`src/rtl/evt_pkg.sv`:
```
package evt_pkg;

    typedef enum logic [1:0] {
        SEL_NONE = 2'd0,
        SEL_CAP  = 2'd1,
        SEL_CFG  = 2'd2,
        SEL_CNT  = 2'd3
    } reg_sel_e;

    typedef struct packed {
        logic        ok;     // size and alignment accepted
        logic        hi;     // 4-byte access to the upper lane
        reg_sel_e    sel;    // addressed register
        logic [63:0] mask;   // lanes touched by a write
        logic [63:0] data;   // write data moved into its lane
    } access_t;

    localparam int unsigned OFS_CAP = 'h000;
    localparam int unsigned OFS_CFG = 'h010;
    localparam int unsigned OFS_CNT = 'h0F0;

    localparam int unsigned CFG_RUN_BIT = 0;
    localparam int unsigned CFG_LEG_BIT = 1;

    function automatic logic [63:0] cap_word(input int unsigned n_timers,
                                             input int unsigned tick_fs,
                                             input int unsigned rev);
        logic [63:0] w;
        w          = '0;
        w[63:32]   = tick_fs[31:0];
        w[31:16]   = 16'h8086;
        w[15]      = 1'b1;          // legacy-route capable
        w[13]      = 1'b0;          // 32-bit counter
        w[12:8]    = 5'(n_timers - 1);
        w[7:0]     = rev[7:0];
        return w;
    endfunction

endpackage

```
`src/rtl/ev_bus_decode.sv`:
```
module ev_bus_decode
    import evt_pkg::*;
#(
    parameter int OFS_W = 10
) (
    input  logic [OFS_W-1:0] ofs,
    input  logic [3:0]       size,
    input  logic [63:0]      wdata,
    output access_t          acc
);
    localparam int QW_W = OFS_W - 3;

    logic             size_ok;
    logic [QW_W-1:0]  qword;

    always_comb begin
        size_ok = (size == 4'd4 && ofs[1:0] == 2'b00) ||
                  (size == 4'd8 && ofs[2:0] == 3'b000);
        qword   = ofs[OFS_W-1:3];

        acc.ok  = size_ok;
        acc.hi  = (size == 4'd4) && ofs[2];

        if (size == 4'd8) begin
            acc.mask = '1;
            acc.data = wdata;
        end else if (acc.hi) begin
            acc.mask = {32'hFFFF_FFFF, 32'h0};
            acc.data = {wdata[31:0], 32'h0};
        end else begin
            acc.mask = {32'h0, 32'hFFFF_FFFF};
            acc.data = {32'h0, wdata[31:0]};
        end

        acc.sel = SEL_NONE;
        if (size_ok) begin
            if (qword == QW_W'(OFS_CAP >> 3))      acc.sel = SEL_CAP;
            else if (qword == QW_W'(OFS_CFG >> 3)) acc.sel = SEL_CFG;
            else if (qword == QW_W'(OFS_CNT >> 3)) acc.sel = SEL_CNT;
        end
    end
endmodule

```
`src/rtl/ev_main_count.sv`:
```
module ev_main_count #(
    parameter int CNT_W   = 32,
    parameter int CLK_DIV = 10
) (
    input  logic             clk,
    input  logic             rst,
    input  logic             en,
    input  logic             restart,
    input  logic             load,
    input  logic [CNT_W-1:0] load_val,
    output logic [CNT_W-1:0] cnt
);
    logic tick;

    generate
        if (CLK_DIV <= 1) begin : g_nodiv
            assign tick = 1'b1;
        end else begin : g_div
            localparam int PW = $clog2(CLK_DIV);
            logic [PW-1:0] presc;
            always_ff @(posedge clk) begin
                if (rst || load || restart)
                    presc <= '0;
                else if (en)
                    presc <= (presc == PW'(CLK_DIV - 1)) ? '0 : presc + 1'b1;
            end
            assign tick = (presc == PW'(CLK_DIV - 1));
        end
    endgenerate

    always_ff @(posedge clk) begin
        if (rst)
            cnt <= '0;
        else if (load)
            cnt <= load_val;
        else if (en && tick && !restart)
            cnt <= cnt + 1'b1;
    end


    frozen_when_off_chk: assert property (@(posedge clk) disable iff (rst)
        (!en && !load) |=> $stable(cnt));


    single_step_chk: assert property (@(posedge clk) disable iff (rst)
        !load |=> (cnt == $past(cnt) || cnt == $past(cnt) + 1'b1));
endmodule

```
`src/rtl/ev_timer_regs.sv`:
```
module ev_timer_regs
    import evt_pkg::*;
#(
    parameter int NUM_TIMERS = 8,
    parameter int CLK_DIV    = 10,
    parameter int TICK_FS    = 100000000,
    parameter int REVISION   = 1,
    parameter int OFS_W      = 10
) (
    input  logic             clk,
    input  logic             rst,
    input  logic             req_valid,
    input  logic             req_write,
    input  logic [OFS_W-1:0] req_offset,
    input  logic [3:0]       req_size,
    input  logic [63:0]      req_wdata,
    output logic [63:0]      rsp_rdata,
    output logic [31:0]      main_count,
    output logic             count_en,
    output logic             legacy_route,
    output logic             sched_start,
    output logic             sched_stop
);
    localparam logic [63:0] CAP = cap_word(NUM_TIMERS, TICK_FS, REVISION);

    access_t     acc;
    logic        cfg_wr, cnt_wr, rd;
    logic [63:0] cfg_cur, cfg_new, cnt_new, rd_val;
    logic        run_rise, run_fall;

    ev_bus_decode #(.OFS_W(OFS_W)) u_dec (
        .ofs   (req_offset),
        .size  (req_size),
        .wdata (req_wdata),
        .acc   (acc)
    );

    always_comb begin
        cfg_wr   = req_valid && req_write && acc.sel == SEL_CFG;
        cnt_wr   = req_valid && req_write && acc.sel == SEL_CNT;
        rd       = req_valid && !req_write;
        cfg_cur  = '0;
        cfg_cur[CFG_RUN_BIT] = count_en;
        cfg_cur[CFG_LEG_BIT] = legacy_route;
        cfg_new  = (cfg_cur & ~acc.mask) | (acc.data & acc.mask);
        cnt_new  = ({32'h0, main_count} & ~acc.mask) | (acc.data & acc.mask);
        run_rise = cfg_wr && !count_en && cfg_new[CFG_RUN_BIT];
        run_fall = cfg_wr && count_en && !cfg_new[CFG_RUN_BIT];

        case (acc.sel)
            SEL_CAP: rd_val = CAP;
            SEL_CFG: rd_val = cfg_cur;
            SEL_CNT: rd_val = {32'h0, main_count};
            default: rd_val = '0;
        endcase
        if (acc.hi) rd_val = {32'h0, rd_val[63:32]};
    end

    ev_main_count #(.CNT_W(32), .CLK_DIV(CLK_DIV)) u_cnt (
        .clk      (clk),
        .rst      (rst),
        .en       (count_en),
        .restart  (run_rise),
        .load     (cnt_wr),
        .load_val (cnt_new[31:0]),
        .cnt      (main_count)
    );

    always_ff @(posedge clk) begin
        if (rst) begin
            count_en     <= 1'b0;
            legacy_route <= 1'b0;
            sched_start  <= 1'b0;
            sched_stop   <= 1'b0;
            rsp_rdata    <= '0;
        end else begin
            if (cfg_wr) begin
                count_en     <= cfg_new[CFG_RUN_BIT];
                legacy_route <= cfg_new[CFG_LEG_BIT];
            end
            sched_start <= run_rise || (cnt_wr && count_en);
            sched_stop  <= run_fall;
            if (rd) rsp_rdata <= rd_val;
        end
    end


    start_means_running_chk: assert property (@(posedge clk) disable iff (rst)
        sched_start |-> count_en);


    stop_means_halted_chk: assert property (@(posedge clk) disable iff (rst)
        sched_stop |-> !count_en);


    bad_read_zero_chk: assert property (@(posedge clk) disable iff (rst)
        (req_valid && !req_write && !acc.ok) |=> rsp_rdata == 64'h0);


    cap_write_inert_chk: assert property (@(posedge clk) disable iff (rst)
        (req_valid && req_write && acc.sel == SEL_CAP) |=>
            ($stable(count_en) && $stable(legacy_route)));
endmodule

```
`config.mk`:
```
export PLATFORM = sky130hd
export DESIGN_NAME = ev_timer_regs
export DESIGN_NICKNAME = d
export VERILOG_FILES = /design/src/rtl/evt_pkg.sv /design/src/rtl/ev_bus_decode.sv /design/src/rtl/ev_main_count.sv /design/src/rtl/ev_timer_regs.sv
export SDC_FILE = /design/constraint.sdc
export NUM_CORES = 1
export LEC_CHECK = 0
export ABC_CLOCK_PERIOD_IN_PS = 5800
export BUFFER_PORTS_ARGS = -buffer_cell sky130_fd_sc_hd__buf_2
export CORE_ASPECT_RATIO = 1.1
export CORE_MARGIN = 2
export CORE_UTILIZATION = 40
export DETAILED_ROUTE_END_ITERATION = 6
export MAX_ROUTING_LAYER = met4
export PLACE_DENSITY = 0.7
export REMOVE_ABC_BUFFERS = 1
export SETUP_SLACK_MARGIN = 0.05
export SLEW_MARGIN = 25
export SYNTH_ARGS = -nofsm -noshare
export SYNTH_HDL_FRONTEND = slang
export SYNTH_SLANG_ARGS = --single-unit
```
`constraint.sdc`:
```
create_clock -name clk -period 5.8 [get_ports clk]
set_input_delay 0 -clock clk [delete_from_list [all_inputs] [get_ports clk]]
set_output_delay 0 -clock clk [all_outputs]
set_load 0.02 [all_outputs]
```
======== After elaboration in Yosys (flattened, before gate mapping) ========
Cells that the tools add are included.
storage, ports and cells
  bits of input ports ..................... 82
  ROM bits ................................ 0
  register bits after elaboration ......... 104
  output and inout port bits .............. 100
  memories kept ........................... 0
  bits in latches ......................... 0
  RAM bits ................................ 0
cells by class
  shifts and indexed selects .............. 0
  reductions and logical operators ........ 26
  equal/unequal tests ..................... 8
  muxes and demuxes ....................... 11
  div/mod/pow operators ................... 0
  add/sub/neg operators ................... 2
  order comparisons ....................... 0
  multipliers ............................. 0
  bitwise gates (word level) .............. 6
operators by type and width
  operator                 number
  $mux W96                 2
  $pmux W59 S3             1
  $and A32 B32 Y32         2
  $mux W32                 2
  $mux W64                 1
  $add A32 B1 Y32 const B  1
  $not A32 Y32             1
  $or A32 B32 Y32          1
  $logic_and A1 B1 Y1      14
  $eq A4 B4 Y1 const B     2
  $mux W2                  4
  $eq A7 B2 Y1 const B     1
  $eq A7 B5 Y1 const B     1
  $logic_not A7 Y1         1
  $add A4 B1 Y4 const B    1
  $eq A2 B2 Y1 const B     2
  $eq A4 B3 Y1 const B     1
  $logic_not A1 Y1         4
  $logic_or A1 B1 Y1       4
  $mux W4                  1
  $logic_not A3 Y1         1
  $and A2 B2 Y2            1
  $eq A2 B1 Y1 const B     1
  $logic_not A2 Y1         1
  2 further kinds          2

======== Logic depth before layout (Yosys ltp) ========
  depth in word-level cells ............... 13
  depth in mapped cells ................... 9
  depth with buffers taken out ............ 7

======== Modules after synthesis ========
From an unflattened synthesis, not the netlist that was laid out.
unflattened totals
  cells, all modules ...................... 621
  area, all modules ....................... 5212.5 µm²
by module, submodules not included
  module         cells an instance  times used  area each (µm²)
  ev_timer_regs  232                1           2021.9
  ev_main_count  235                1           1984.4
  ev_bus_decode  154                1           1206.2

======== Worst setup path after synthesis ========
Ideal clock, no wire load.
  path kind ............................... register -> register
  from .................................... register with a tool-made name
  to ...................................... register with a tool-made name
  setup slack ............................. 3.748 ns
  required time ........................... 5.680 ns
  buffers on the path ..................... 0
  period minus slack after synthesis ...... 2.052 ns
  cell stages (with the launch flop) ...... 8
  arrival ................................. 1.932 ns
  library setup time ...................... 0.120 ns
  cells stage by stage .................... dfxtp_1 ha_1 and3_1 nand3_1 or3_4 nor2_1 nor3b_1 o31a_1

==> qor.yml <==
outcome:
  status: "complete, no violations"
sta:
  final_period_minus_worst_setup_slack_ps: 2250
  finalSetupViolCount: 0
  report.final.hold_viol_count: 0
  fin_setup_tns_ps: 0
  worst_slew_pin_slew_ps: 972
  fin_crit_sh: 0.388
  rsz0062_at_grt: "false"
  maxSlewViolCount: 0
  worst_clock_skew_ps: 8.51
  tightest_slew_margin_relative_to_the_limit: 0.347
  max_freq_mhz: 444
drt:
  drt-pass1-iter-count: 6
  routed_wire_length_per_instance_um: 16.7
  drc_errors: 0
  vias_per_instance: 5.55
  routed-via-count: 4055
  drtIter0Drc: 265
  drt-total-wl_um: 12200
  final_antenna_net_count: 0
floorplanning:
  core_area_um2: 9890
  pin_count: 182
  die_outline_height_um: 110
  fp.dieArea_um2: 11000
  chipWidth_um: 100
  initial_core_util: 0.413
  row_count: 38
global_routing:
  largest_net_degree_at_the_start_of_global_routing: 47
  grt_pass1_vias: 3765
  grt_use_total: 0.229
  grt_antenna_before_repair: 1
  grt_pass1_wl_um: 19100
  overflow: 0
synth:
  synth-main-ff-cell: "sky130_fd_sc_hd__dfxtp_1"
  yosysSeqAreaShare: 0.358
  post_synth_num_cell_types: 67
  synth_seq_cells: 73
  yosysWarningCount: 0
  synth_async_sr_flop_share: 0
  mappedNetlistArea_um2: 4090
  number_of_enable_type_register_cells_in_the_synthesized_netlist: 0
  synthesis.area_per_instance_um2: 8.38
  synthCells: 488
run:
  max_cap_viol_count: 0
place:
  replace_congestion: 0.841
  placement.cell_area_um2: 4570
  detailed_place_hpwl_um: 8510
  io_buffer_count: 129
final_layout:
  flow.area_growth_from_synthesis_pct: 19.3
  sequential_cell_area_um2: 1460
  design.final.nets: 688
  multi_input_area_um2: 2290
  nFillCells: 1013
  drive_above_1_share: 0.281
  final_design_area_no_fill_um2: 4870
pwr:
  max-vdd-ir-drop_mv: 0.0857
  power_density_nw_per_um2: 191
  design_power_total_uw: 930
  power_leakage_uw: 0.00224
clock_tree:
  numClockSinks: 73
  tritoncts: "built"
  cts-root-buf: "sky130_fd_sc_hd__clkbuf_8"
  holdBufCountCts: 14
  ctsHtreeMaxLevel: 3
  cts_buffer_depth: 2
  cts_setup_buffers: 0
  clock_insertion_delay_worst_skew_ps: 360
  number_of_buffers_added_by_the_clock_tree_synthesis_step: 9
  post_cts.resized_instances: 0
  post_cts_clock_slew_at_the_launch_and_capture_registers_of_the_worst_setup_and_hold_paths_ps: 70
critical_path:
  worst-path-max-fanout: 7
  timing.critical_path.to_type: "flip-flop"
  worstPathRequired_ps: 6040
  crit_type: "reg -> reg"
  startpoint_type: "flip-flop"
  ff2ff_path_depth: 7
  timing.critical_path.arrival_ps: 2490
  timing.reg2reg.setup_slack_ps: 3550
hold_path:
  hold_path.class: "in -> reg"
[worst max-delay path: stages, from the launching register on]
cell,delay [ps]
sky130_fd_sc_hd__dfxtp_1,460
sky130_fd_sc_hd__ha_1,230
sky130_fd_sc_hd__and3_1,290
sky130_fd_sc_hd__nand3_1,250
sky130_fd_sc_hd__or3_4,430
sky130_fd_sc_hd__nor2_1,100
sky130_fd_sc_hd__nor3b_1,50
sky130_fd_sc_hd__o31a_1,320
[metrics by stage]
step / instances / util / setup slack, ps / hold WS, ps
finish: 730 / 0.493 / 3550 / 15.6
global route: 730 / 0.493 / 3390 / 34.4
CTS: 729 / 0.492 / 3560 / 3.21
detailed placement: 700 / 0.462 / 3450 / 246
global placement: 700 / 0.462 / 3520 / 243
floorplan: 449 / - / 3630 / 69.1
[power by group]
| group | total (µW) | leakage (µW) | switching, µW | internal, µW |
|---|---|---|---|---|
| Sequential | 506 | 0.000589 | 1.54 | 504 |
| Combinational | 75.3 | 0.00157 | 48.6 | 26.7 |
| Clock | 349 | 0.0000778 | 183 | 166 |
| Total | 930 | 0.00224 | 233 | 697 |
[placed cells by master, fill, tap and decap left out, drive strengths merged, types with 2 or more instances in the layout]
| cell | instances |
|---|---|
| buf | 131 |
| dfxtp | 73 |
| o21ai | 56 |
| nor2 | 54 |
| nand2 | 45 |
| a21oi | 33 |
| conb | 20 |
| nand3 | 17 |
| clkbuf | 15 |
| o211a | 14 |
| dlygate4sd3 | 14 |
| a22oi | 12 |
| nor3 | 11 |
| xnor2 | 10 |
| and3 | 9 |
| nor4 | 9 |
| a31oi | 8 |
| xor2 | 8 |
| nand4 | 7 |
| a211oi | 6 |
| nor3b | 6 |
| and4 | 6 |
| nor2b | 5 |
| or3 | 5 |
| inv | 3 |
| mux2i | 3 |
| and2 | 3 |
| nand4b | 3 |
| nand2b | 2 |
| a22o | 2 |
| o31a | 2 |
| a32oi | 2 |
[metal layers]
metal	vias to the layer above	global-route usage	routed length, µm
met4	0	0.0861	172
li1	1959	-	-
met3	14	0.0309	680
met1	1919	0.280	5350
met5	-	-	0
met2	163	0.386	5970
[Yosys cell counts (3+ instances only)]
| cell type | instances | area (µm²) |
|---|---|---|
| sky130_fd_sc_hd__dfxtp_1 | 73 | 1460 |
| sky130_fd_sc_hd__nor2_1 | 52 | 195 |
| sky130_fd_sc_hd__o21ai_0 | 51 | 255 |
| sky130_fd_sc_hd__nand2_1 | 43 | 161 |
| sky130_fd_sc_hd__buf_4 | 33 | 248 |
| sky130_fd_sc_hd__a21oi_1 | 32 | 160 |
| sky130_fd_sc_hd__nand3_1 | 16 | 80.1 |
| sky130_fd_sc_hd__o211a_1 | 14 | 140 |
| sky130_fd_sc_hd__a22oi_1 | 12 | 90.1 |
| sky130_fd_sc_hd__clkbuf_1 | 12 | 45.0 |
| sky130_fd_sc_hd__xnor2_1 | 10 | 87.6 |
| sky130_fd_sc_hd__a31oi_1 | 8 | 50.1 |
| sky130_fd_sc_hd__xor2_1 | 8 | 70.1 |
| sky130_fd_sc_hd__and3_1 | 7 | 43.8 |
| sky130_fd_sc_hd__buf_2 | 7 | 35.0 |
| sky130_fd_sc_hd__nor4_1 | 7 | 43.8 |
| sky130_fd_sc_hd__a211oi_1 | 6 | 45.0 |
| sky130_fd_sc_hd__nand4_1 | 5 | 31.3 |
| sky130_fd_sc_hd__nor3_1 | 5 | 25.0 |
| sky130_fd_sc_hd__nor3b_1 | 5 | 37.5 |
| sky130_fd_sc_hd__nor2b_1 | 4 | 25.0 |
| sky130_fd_sc_hd__nor3_2 | 4 | 40.0 |
| sky130_fd_sc_hd__o21ai_1 | 4 | 20.0 |
| sky130_fd_sc_hd__or3_1 | 4 | 25.0 |
| sky130_fd_sc_hd__and2_1 | 3 | 18.8 |
| sky130_fd_sc_hd__and4_1 | 3 | 26.3 |
| sky130_fd_sc_hd__buf_6 | 3 | 33.8 |
| sky130_fd_sc_hd__inv_1 | 3 | 11.3 |
| sky130_fd_sc_hd__mux2i_1 | 3 | 30.0 |
[worst min path at each step]
stage / from / to / slack, ps / depth (start not counted)
6_report: req_wdata[31] / flip-flop / 20 / 3
5_1_grt: req_wdata[31] / flip-flop / 30 / 3
4_1_cts: req_wdata[13] / flip-flop / 3 / 3
3_5_place_dp: req_wdata[0] / sched_stop$_SDFF_PP0_ / 250 / 2
3_3_place_gp: req_wdata[0] / sched_stop$_SDFF_PP0_ / 240 / 2
2_1_floorplan: rst / flip-flop / 70 / 1
[kinds of logic after synthesis]
| logic type | synth area share |
|---|---|
| muxes | 0.00735 |
| buffers and inverters | 0.100 |
| and+or+nand+nor | 0.266 |
| xor gates and xnor gates | 0.0386 |
| other | 0.000917 |
| AOI/OAI and AO/OA | 0.227 |
| DFF | 0.358 |
| adders and majority gates | 0.00306 |
[final cells by class]
type,instances,share of cell area
multi-input cells,373,0.470
flip-flops and latches,73,0.300
repair buffers,145,0.164
clock buffers,15,0.0321
well taps,120,0.0308
inverters,3,0.00231
diodes,1,0.000513
No activity file was read; power rests on OpenSTA's default activity.
